===== src/rtl/cyc_irq_pkg.sv =====
package cyc_irq_pkg;

    typedef enum logic [1:0] {
        ST_IDLE  = 2'd0,
        ST_BELOW = 2'd1,
        ST_ABOVE = 2'd2
    } tmr_state_e;

endpackage


===== src/rtl/cyc_irq_decode.sv =====
module cyc_irq_decode #(
    parameter int          AW         = 16,
    parameter int          DW         = 8,
    parameter logic [15:0] ADDR_MASK  = 16'hE003,
    parameter logic [15:0] ADDR_MATCH = 16'hE002,
    parameter int          ARM_BIT    = 1
) (
    input  logic          wr_en,
    input  logic [AW-1:0] wr_addr,
    input  logic [DW-1:0] wr_data,
    output logic          arm_req,
    output logic          disarm_req
);
    localparam logic [AW-1:0] MASK  = AW'(ADDR_MASK);
    localparam logic [AW-1:0] MATCH = AW'(ADDR_MATCH);

    logic hit;

    always_comb begin
        hit        = wr_en && ((wr_addr & MASK) == MATCH);
        arm_req    = hit &&  wr_data[ARM_BIT];
        disarm_req = hit && !wr_data[ARM_BIT];
    end

    always_comb begin
        assert (!(arm_req && disarm_req)) else $error("p_req_excl_r9");
    end
endmodule


===== src/rtl/cyc_irq_count.sv =====
module cyc_irq_count #(
    parameter int CW = 15
) (
    input  logic          clk,
    input  logic          rst_n,
    input  logic          inc,
    input  logic          clr,
    output logic [CW-1:0] cnt_q,
    output logic [CW-1:0] cnt_nxt
);
    localparam logic [CW-1:0] ONE = CW'(1);

    always_comb begin
        cnt_nxt = cnt_q + ONE;
    end

    always_ff @(posedge clk) begin
        if (!rst_n)    cnt_q <= '0;
        else if (clr)  cnt_q <= '0;
        else if (inc)  cnt_q <= cnt_nxt;
    end

    p_step_r2: assert property (@(posedge clk) disable iff (!rst_n)
        (inc && !clr) |=> (cnt_q == CW'($past(cnt_q) + 1)));
    p_hold_r3: assert property (@(posedge clk) disable iff (!rst_n)
        (!inc && !clr) |=> $stable(cnt_q));
    p_clear_r6: assert property (@(posedge clk) disable iff (!rst_n)
        clr |=> (cnt_q == '0));
    p_wrap_r5: assert property (@(posedge clk) disable iff (!rst_n)
        (inc && !clr && (&cnt_q)) |=> (cnt_q == '0));
endmodule


===== src/rtl/cyc_irq_cmp.sv =====
module cyc_irq_cmp #(
    parameter int          CW     = 15,
    parameter logic [14:0] THRESH = 15'h6000
) (
    input  logic [CW-1:0] val,
    output logic          at_or_above
);
    localparam logic [CW-1:0] TH = CW'(THRESH);

    generate
        if (TH == '0) begin : g_always
            assign at_or_above = 1'b1;
        end else begin : g_compare
            assign at_or_above = (val >= TH);
        end
    endgenerate
endmodule


===== src/rtl/cyc_irq_ctrl.sv =====
module cyc_irq_ctrl
    import cyc_irq_pkg::*;
#(
    parameter int          CW     = 15,
    parameter logic [14:0] THRESH = 15'h6000
) (
    input  logic          clk,
    input  logic          rst_n,
    input  logic          tick,
    input  logic          arm_req,
    input  logic          disarm_req,
    input  logic          nxt_above,
    input  logic [CW-1:0] cnt_i,
    output logic          inc,
    output logic          clr,
    output logic          irq_o
);
    localparam logic [CW-1:0] TH = CW'(THRESH);

    tmr_state_e st_q, st_d;

    always_comb begin
        clr  = disarm_req;
        inc  = tick && (st_q != ST_IDLE) && !disarm_req;
        st_d = st_q;
        if (disarm_req) begin
            st_d = ST_IDLE;
        end else begin
            unique case (st_q)
                ST_IDLE:  if (arm_req) st_d = (TH == '0) ? ST_ABOVE : ST_BELOW;
                ST_BELOW: if (inc && nxt_above)  st_d = ST_ABOVE;
                ST_ABOVE: if (inc && !nxt_above) st_d = ST_BELOW;
                default:  st_d = ST_IDLE;
            endcase
        end
    end

    always_ff @(posedge clk) begin
        if (!rst_n) st_q <= ST_IDLE;
        else        st_q <= st_d;
    end

    always_ff @(posedge clk) begin
        if (!rst_n) irq_o <= 1'b0;
        else        irq_o <= (st_d == ST_ABOVE);
    end

    p_irq_level_r4: assert property (@(posedge clk) disable iff (!rst_n)
        (st_q != ST_IDLE) |-> (irq_o == (cnt_i >= TH)));
    p_idle_quiet_r7: assert property (@(posedge clk) disable iff (!rst_n)
        (st_q == ST_IDLE) |-> (!irq_o && cnt_i == '0));
    p_disarm_r6: assert property (@(posedge clk) disable iff (!rst_n)
        disarm_req |=> (!irq_o && st_q == ST_IDLE));
    p_arm_notick_r10: assert property (@(posedge clk) disable iff (!rst_n)
        (st_q == ST_IDLE && arm_req && !disarm_req) |-> !inc);
endmodule


===== src/rtl/cyc_irq_timer.sv =====
module cyc_irq_timer #(
    parameter int          CW         = 15,
    parameter logic [14:0] THRESH     = 15'h6000,
    parameter logic [15:0] ADDR_MASK  = 16'hE003,
    parameter logic [15:0] ADDR_MATCH = 16'hE002,
    parameter int          ARM_BIT    = 1
) (
    input  logic          clk,
    input  logic          rst_n,
    input  logic          cyc_tick,
    input  logic          wr_en,
    input  logic [15:0]   wr_addr,
    input  logic [7:0]    wr_data,
    output logic          irq_o,
    output logic [CW-1:0] cnt_o
);
    logic          arm_req, disarm_req;
    logic          inc, clr, nxt_above;
    logic [CW-1:0] cnt_q, cnt_nxt;

    cyc_irq_decode #(
        .AW(16), .DW(8), .ADDR_MASK(ADDR_MASK),
        .ADDR_MATCH(ADDR_MATCH), .ARM_BIT(ARM_BIT)
    ) u_dec (
        .wr_en(wr_en), .wr_addr(wr_addr), .wr_data(wr_data),
        .arm_req(arm_req), .disarm_req(disarm_req)
    );

    cyc_irq_count #(.CW(CW)) u_cnt (
        .clk(clk), .rst_n(rst_n), .inc(inc), .clr(clr),
        .cnt_q(cnt_q), .cnt_nxt(cnt_nxt)
    );

    cyc_irq_cmp #(.CW(CW), .THRESH(THRESH)) u_cmp (
        .val(cnt_nxt), .at_or_above(nxt_above)
    );

    cyc_irq_ctrl #(.CW(CW), .THRESH(THRESH)) u_ctl (
        .clk(clk), .rst_n(rst_n), .tick(cyc_tick),
        .arm_req(arm_req), .disarm_req(disarm_req),
        .nxt_above(nxt_above), .cnt_i(cnt_q),
        .inc(inc), .clr(clr), .irq_o(irq_o)
    );

    assign cnt_o = cnt_q;

    p_ignore_miss_r9: assert property (@(posedge clk) disable iff (!rst_n)
        (!cyc_tick && (!wr_en || ((wr_addr & ADDR_MASK) != ADDR_MATCH)))
        |=> ($stable(cnt_o) && $stable(irq_o)));
endmodule


===== config.mk =====
export PLATFORM = sky130hd
export DESIGN_NAME = cyc_irq_timer
export DESIGN_NICKNAME = d
export VERILOG_FILES = /design/src/rtl/cyc_irq_pkg.sv /design/src/rtl/cyc_irq_decode.sv /design/src/rtl/cyc_irq_count.sv /design/src/rtl/cyc_irq_cmp.sv /design/src/rtl/cyc_irq_ctrl.sv /design/src/rtl/cyc_irq_timer.sv
export SDC_FILE = /design/constraint.sdc
export NUM_CORES = 1
export LEC_CHECK = 0
export ABC_AREA = 1
export BUFFER_PORTS_ARGS = -buffer_cell sky130_fd_sc_hd__buf_2
export CORE_MARGIN = 3
export CORE_UTILIZATION = 46
export DETAILED_ROUTE_END_ITERATION = 6
export PLACE_DENSITY = 0.78
export SYNTH_ARGS = -nofsm -noshare
export SYNTH_HDL_FRONTEND = slang
export SYNTH_SLANG_ARGS = --single-unit
export TNS_END_PERCENT = 30

===== constraint.sdc =====
create_clock -name clk -period 1.7 [get_ports clk]
set_input_delay 0.085 -clock clk [delete_from_list [all_inputs] [get_ports clk]]
set_output_delay 0.085 -clock clk [all_outputs]
set_load 0.05 [all_outputs]

==> results.txt, run 1 <==
status -> complete, no violations
worst path arrival time -> 1600 ps
Area Overhead vs Synth -> 19.8%
crit path launch type -> register
Yosys reg bits -> 18
Mapped Cells -> 136
Sw Share -> 0.213
initial antenna violation count -> 0
Hold Path Class -> primary input to register
Yosys top cell by area -> dfxtp_1
PwrDens -> 604 nW/um2
net count of the mapped netlist -> 165
Root Buffer -> clkbuf_4
Ports -> 44
max-cap violation count -> 0
crit path max fanout -> 5
Leak -> 0.000549 uW
Avg WL per Cell -> 10.2 um
Site Rows -> 16
flop2flop setup slack -> 290 ps
Synth top area share -> 0.361
sequential area share after synthesis -> 0.361
Final WS setup -> 292 ps
RSZ-0062 raised after global routing -> false
CTS-repair resized insts -> 0
setup violators final -> 0
Ys Warns -> 0
CP peak stage delay -> 370 ps
met3 GRT Util -> 0.0256
Worst VDD drop -> 0.000309 V
synth top area cells -> dfxtp_1, nand2_1, a21oi_1
skew final -> 5.22 ps
max-slew violation count -> 0
Fin. Hold Viols -> 0
met1 Usage GRT -> 0.207
Num CTS Buffers -> 3
Crit path max-delay family -> simple AND/OR/NAND/NOR gates
FF-to-FF End -> u_ctl.st_q[0]
kind of end point of the critical path -> register
Setup CP Type -> register to register
Clock H-tree levels -> 1
Endpoint, Worst Hold -> u_ctl.st_q[0]
most common cell after layout, fill and taps aside -> buf_2
fillcell total -> 199
adder-cell share of the synthesized area -> 0.0125
r2r startpoint -> u_cnt.cnt_q[0]
largest net degree at the start of global routing -> 11
WP data required -> 1900 ps
CP most frequent cell -> nand2_1
CP max stage cell -> dfxtp_2
core region area -> 2000 um2
Buf+Inv Stages, Crit Path -> 0
Hold Startpoint -> rst_n
Ant. Diodes -> 0
Compound-Gate Fraction of Synth Area -> 0.105
Die ar. -> 2770 um2
P_sw -> 154 uW
Die H -> 52.6 um
Seq pwr share -> 0.586
Cell Chain, Critical Path -> ha_1 > nand2_1 > nor2_4 > nand4_1 > nand2_2 > nand3_1 > nand2_1 > nand3_1 > nand2_1 > nor2_2
input/output buffers -> 25
Post-DP HPWL -> 1.64 mm
Max Freq -> 0.710 GHz
relative slew slack -> 0.775
grt peak-use layer -> met2
GPL Wtd Cong -> 0.781
Net count, final -> 195
vias in the first global route -> 858
Netlist Area Pre-Place -> 998 um2
Pint -> 568 uW
residual DRC count -> 0
CTS Hold Bufs -> 0
clk_lat worst skew -> 290 ps
total number of vias -> 960
Synth Area in Simple Gates -> 0.431
clk buf depth -> 2
largest family of logic cells by synthesized area -> simple AND/OR/NAND/NOR gates
first-pass GRT wire length -> 3.44 mm
Setup WS pre-CTS -> 289 ps
FF-to-FF path depth -> 10
Num Clock Sinks -> 18
GRT overflow -> 0
Synth Area in XOR/XNOR -> 0.0175
Chip Width -> 52.6 um
Setup Fix Bufs, Post-CTS -> 0
met2 Track Usage GR -> 0.275
Initial DRC Count -> 17
final critical-path share of the clock period -> 0.829
Setup TNS Final -> 0 ps
Slew @ Worst Pin -> 335 ps
min cycle time layout -> 1410 ps
Via density -> 5.00
Synth Area per Inst -> 7.34 um2
share of layout cells above drive strength 1 -> 0.376
CTS tree -> yes
Worst-path clk slew -> 100 ps
Netlist cell types -> 24
WL final -> 1.96 mm
hold path depth -> 3
commonest non-fill, non-tap cells in the layout -> buf_2, nand2_1, dfxtp_1
mux contribution to synthesized area -> 0
Clk pwr share -> 0.360
Comb pwr share -> 0.054
Initial DRT Pass Iterations -> 4
Tot GR Track Use -> 0.162
Initial Util -> 0.499
Detail Route Antenna Nets -> 0
worst max path at each step:
stage                        start       endpoint  slack, ps  depth (start not counted)
floorplan           u_cnt.cnt_q[8]  u_ctl.st_q[0]         30                          9
global placement    u_cnt.cnt_q[0]  u_ctl.st_q[0]        300                         10
detailed placement  u_cnt.cnt_q[0]  u_ctl.st_q[0]        290                         10
CTS                 u_cnt.cnt_q[0]  u_ctl.st_q[0]        270                         10
global route        u_cnt.cnt_q[0]  u_ctl.st_q[0]        130                         10
finish              u_cnt.cnt_q[0]  u_ctl.st_q[0]        290                         10
routing by layer:
layer / vias to the layer above / routed length [um] / part of all wire
li1: 501 / - / -
met2: 22 / 983 / 0.50
met1: 433 / 881 / 0.45
met5: - / 0 / 0
met4: 0 / 26 / 0.013
met3: 4 / 71 / 0.036
sequential cells by signal, summed over array words and instances (netlist names):
name	cells
u_cnt.cnt_q	15
u_ctl.irq_o	1
u_ctl.st_q	2
power by group through the flow:
| stage | logic [uW] | clock network [uW] | registers, uW |
|---|---|---|---|
| finish | 39.1 | 260 | 424 |
| global route | 44.5 | 284 | 424 |
| CTS | 39.5 | 269 | 424 |
| detailed placement | 39.4 | 0 | 433 |
| global placement | 38.0 | 0 | 433 |
| floorplan | 20.2 | 0 | 436 |
worst register-to-register path, cell delays in order, from the launching register on:
cell,delay (ps)
dfxtp_2,370
ha_1,160
nand2_1,90
nor2_4,170
nand4_1,140
nand2_2,100
nand3_1,70
nand2_1,60
nand3_1,60
nand2_1,70
nor2_2,30
per-stage QoR:
step,utilization,cell area (um2),hold slack [ps],total power (uW),instances
2_1_floorplan,-,1000,211,456,136
3_3_place_gp,0.579,1160,329,471,188
3_5_place_dp,0.579,1160,330,473,188
4_1_cts,0.598,1200,15.3,732,192
5_1_grt,0.598,1200,25.3,753,192
6_report,0.598,1200,22.5,722,192
cell families after synthesis:
| logic type | Yosys count |
|---|---|
| compound gates | 20 |
| xor+xnor | 2 |
| fa+ha+maj | 1 |
| buf+inv | 18 |
| flops | 18 |
| simple gates | 77 |
Yosys cell counts, drive strengths merged:
cell type  count
inv           18
nor3           4
o21a           2
nor3b          1
xnor2          1
o21ai          5
nand3b         1
nand4          2
nand2         34
nor2          21
and3           1
dfxtp         18
nand3         13
xor2           1
a21oi         13
ha             1
area by class of cell:
cell class | count | area (um2) | share of cell area
sequential | 18 | 363 | 0.303
inverter | 18 | 72.6 | 0.0607
clock buffer | 4 | 36.3 | 0.0303
timing repair buffer | 25 | 125 | 0.105
multi-input combinational | 100 | 566 | 0.473
tap | 27 | 33.8 | 0.0282
Power figures use the tool's default switching activity.
==> run 2: changes to the inputs <==
clock period = 1.4 ns   (was 1.7 ns; I/O delays follow)
==> run 2 against run 1 <==
  * Sequential cell count did not move
  * Setup slack got worse by 240 ps
  * Global-route usage rose by 1.5 points
  * Via count rose by 1.6%
  * Combinational power rose by 37%
  * Count of clock-buffer cells in the layout did not move
  * Critical endpoint unchanged
==> results.txt, run 2 (synthesis gave the netlist of run 1 again) <==
status -> complete, no violations (unchanged)
Via density -> 4.97 (was 5.00)
Net count, final -> 199 (was 195)
relative slew slack -> 0.833 (was 0.775)
share of layout cells above drive strength 1 -> 0.491 (was 0.376)
Clock H-tree levels -> 1 (unchanged)
most common cell after layout, fill and taps aside -> buf_2 (unchanged)
CP max stage cell -> dfxtp_4 (was dfxtp_2)
CTS tree -> yes (unchanged)
Largest register FFs -> 15 (unchanged)
Cell Area, Placed -> 1220 um2 (was 1160 um2)
max-slew violation count -> 0 (unchanged)
total power -> 876 uW (was 722 uW)
core region area -> 2000 um2 (unchanged)
Chip Width -> 52.6 um (unchanged)
final core utilization -> 0.646 (was 0.598)
Slew @ Worst Pin -> 253 ps (was 335 ps)
final critical-path share of the clock period -> 0.966 (was 0.829)
Die ar. -> 2770 um2 (unchanged)
Initial DRT Pass Iterations -> 4 (unchanged)
total number of vias -> 975 (was 960)
Ant. Diodes -> 0 (unchanged)
Area Overhead vs Synth -> 29.4% (was 19.8%)
Root Buffer -> clkbuf_4 (unchanged)
Ports -> 44 (unchanged)
Initial DRC Count -> 20 (was 17)
Tot GR Track Use -> 0.177 (was 0.162)
worst path arrival time -> 1560 ps (was 1600 ps)
Final WS setup -> 47.8 ps (was 292 ps)
crit path launch type -> register (unchanged)
Worst Setup SP -> u_cnt.cnt_q[1] (was u_cnt.cnt_q[0])
Site Rows -> 16 (unchanged)
Hold Path Class -> primary input to register (unchanged)
Setup Fix Bufs, Post-CTS -> 0 (unchanged)
first-pass GRT wire length -> 3.68 mm (was 3.44 mm)
Setup WS pre-CTS -> 49.3 ps (was 289 ps)
Initial Util -> 0.499 (unchanged)
Fin. Hold Viols -> 0 (unchanged)
Detail Route Antenna Nets -> 0 (unchanged)
Die H -> 52.6 um (unchanged)
Top reg by flops -> u_cnt.cnt_q (unchanged)
Post-DP HPWL -> 1.78 mm (was 1.64 mm)
r2r startpoint -> u_cnt.cnt_q[1] (was u_cnt.cnt_q[0])
vias in the first global route -> 868 (was 858)
Hold Startpoint -> cyc_tick (was rst_n)
Setup CP Type -> register to register (unchanged)
Worst VDD drop -> 0.000516 V (was 0.000309 V)
max-cap violation count -> 0 (unchanged)
Leak -> 0.000575 uW (was 0.000549 uW)
GPL Wtd Cong -> 0.768 (was 0.781)
GRT overflow -> 0 (unchanged)
CP peak stage delay -> 380 ps (was 370 ps)
Cell Chain, Critical Path -> ha_4 > nand2_2 > nor2_4 > nand4_1 > nand2_2 > nand2_1 > nand3_1 > nand3_1 > nand2_1 > nor2_2 (was ha_1 > nand2_1 > nor2_4 > nand4_1 > nand2_2 > nand3_1 > nand2_1 > nand3_1 > nand2_1 > nor2_2)
Avg WL per Cell -> 11.3 um (was 10.2 um)
crit path max fanout -> 4 (was 5)
initial antenna violation count -> 0 (unchanged)
Num CTS Buffers -> 3 (unchanged)
Worst-path clk slew -> 100 ps (about the same)
commonest non-fill, non-tap cells in the layout -> buf_2, nand2_1, inv_1 (was buf_2, nand2_1, dfxtp_1)
input/output buffers -> 25 (unchanged)
kind of end point of the critical path -> register (unchanged)
WL final -> 2.21 mm (was 1.96 mm)
Largest regs -> u_cnt.cnt_q: 15 flops, u_ctl.st_q: 2 flops, u_ctl.irq_o: 1 flops (unchanged)
clk buf depth -> 2 (unchanged)
PwrDens -> 678 nW/um2 (was 604 nW/um2)
residual DRC count -> 0 (unchanged)
setup violators final -> 0 (unchanged)
Setup TNS Final -> 0 ps (unchanged)
RSZ-0062 raised after global routing -> true (was false)
Num Clock Sinks -> 18 (unchanged)
skew final -> 2.25 ps (was 5.22 ps)
largest net degree at the start of global routing -> 11 (unchanged)
clk_lat worst skew -> 290 ps (about the same)
min cycle time layout -> 1350 ps (was 1410 ps)
Max Freq -> 0.740 GHz (was 0.710 GHz)
Design Area, Final -> 1290 um2 (was 1200 um2)
WP data required -> 1610 ps (was 1900 ps)
==> run 2: what timing repair did <==
| action | CTS | global route |
|---|---|---|
| hold buffers | 1 | 0 |
| endpoints found under the setup margin | 0 | 7 |
| endpoints found under the hold margin | 1 | 0 |
| gates resized for setup | 0 | 6 |
==> run 2: final timing paths <==
check	cells after the start	to	slack, ps
max	10	u_ctl.st_q[0]	50
min	3	u_ctl.st_q[1]	110
max reg2reg	10	u_ctl.st_q[0]	50
min reg2reg	1	u_cnt.cnt_q[0]	470
==> run 2: through the flow <==
step                      instances  hold slack [ps]
final                           196              111
after detailed placement        191              318
after CTS                       196             69.4
after global routing            196              118
after floorplan                 136              196
after global placement          191              312
==> run 2: per-layer routing <==
layer	global-route usage	up-vias	wire, um
li1	-	508	-
met1	0.225	436	944
met2	0.306	29	1140
met3	0.0256	2	101
met4	0.0511	0	25
met5	0	-	0
==> run 2: area by class of cell <==
| class | instances | area [um2] |
|---|---|---|
| Fill cell | 185 | 709 |
| Multi-Input combinational cell | 100 | 598 |
| Sequential cell | 18 | 394 |
| Clock buffer | 4 | 36.3 |
| Timing Repair Buffer | 29 | 158 |
| Tap cell | 27 | 33.8 |
| Inverter | 18 | 72.6 |
==> run 2: critical path: cells and delay by family, from the launching register on <==
kind / cells / cell delay, ps
adders and majority gates: 1 / 140
DFF: 1 / 380
and+or+nand+nor: 9 / 740
==> run 2: where the power goes <==
part           total, uW  switching, uW  leakage [uW]  internal (uW)
clock network        320            161     0.0000210            159
registers            503           1.33      0.000154            502
logic               53.5           30.8      0.000399           22.7
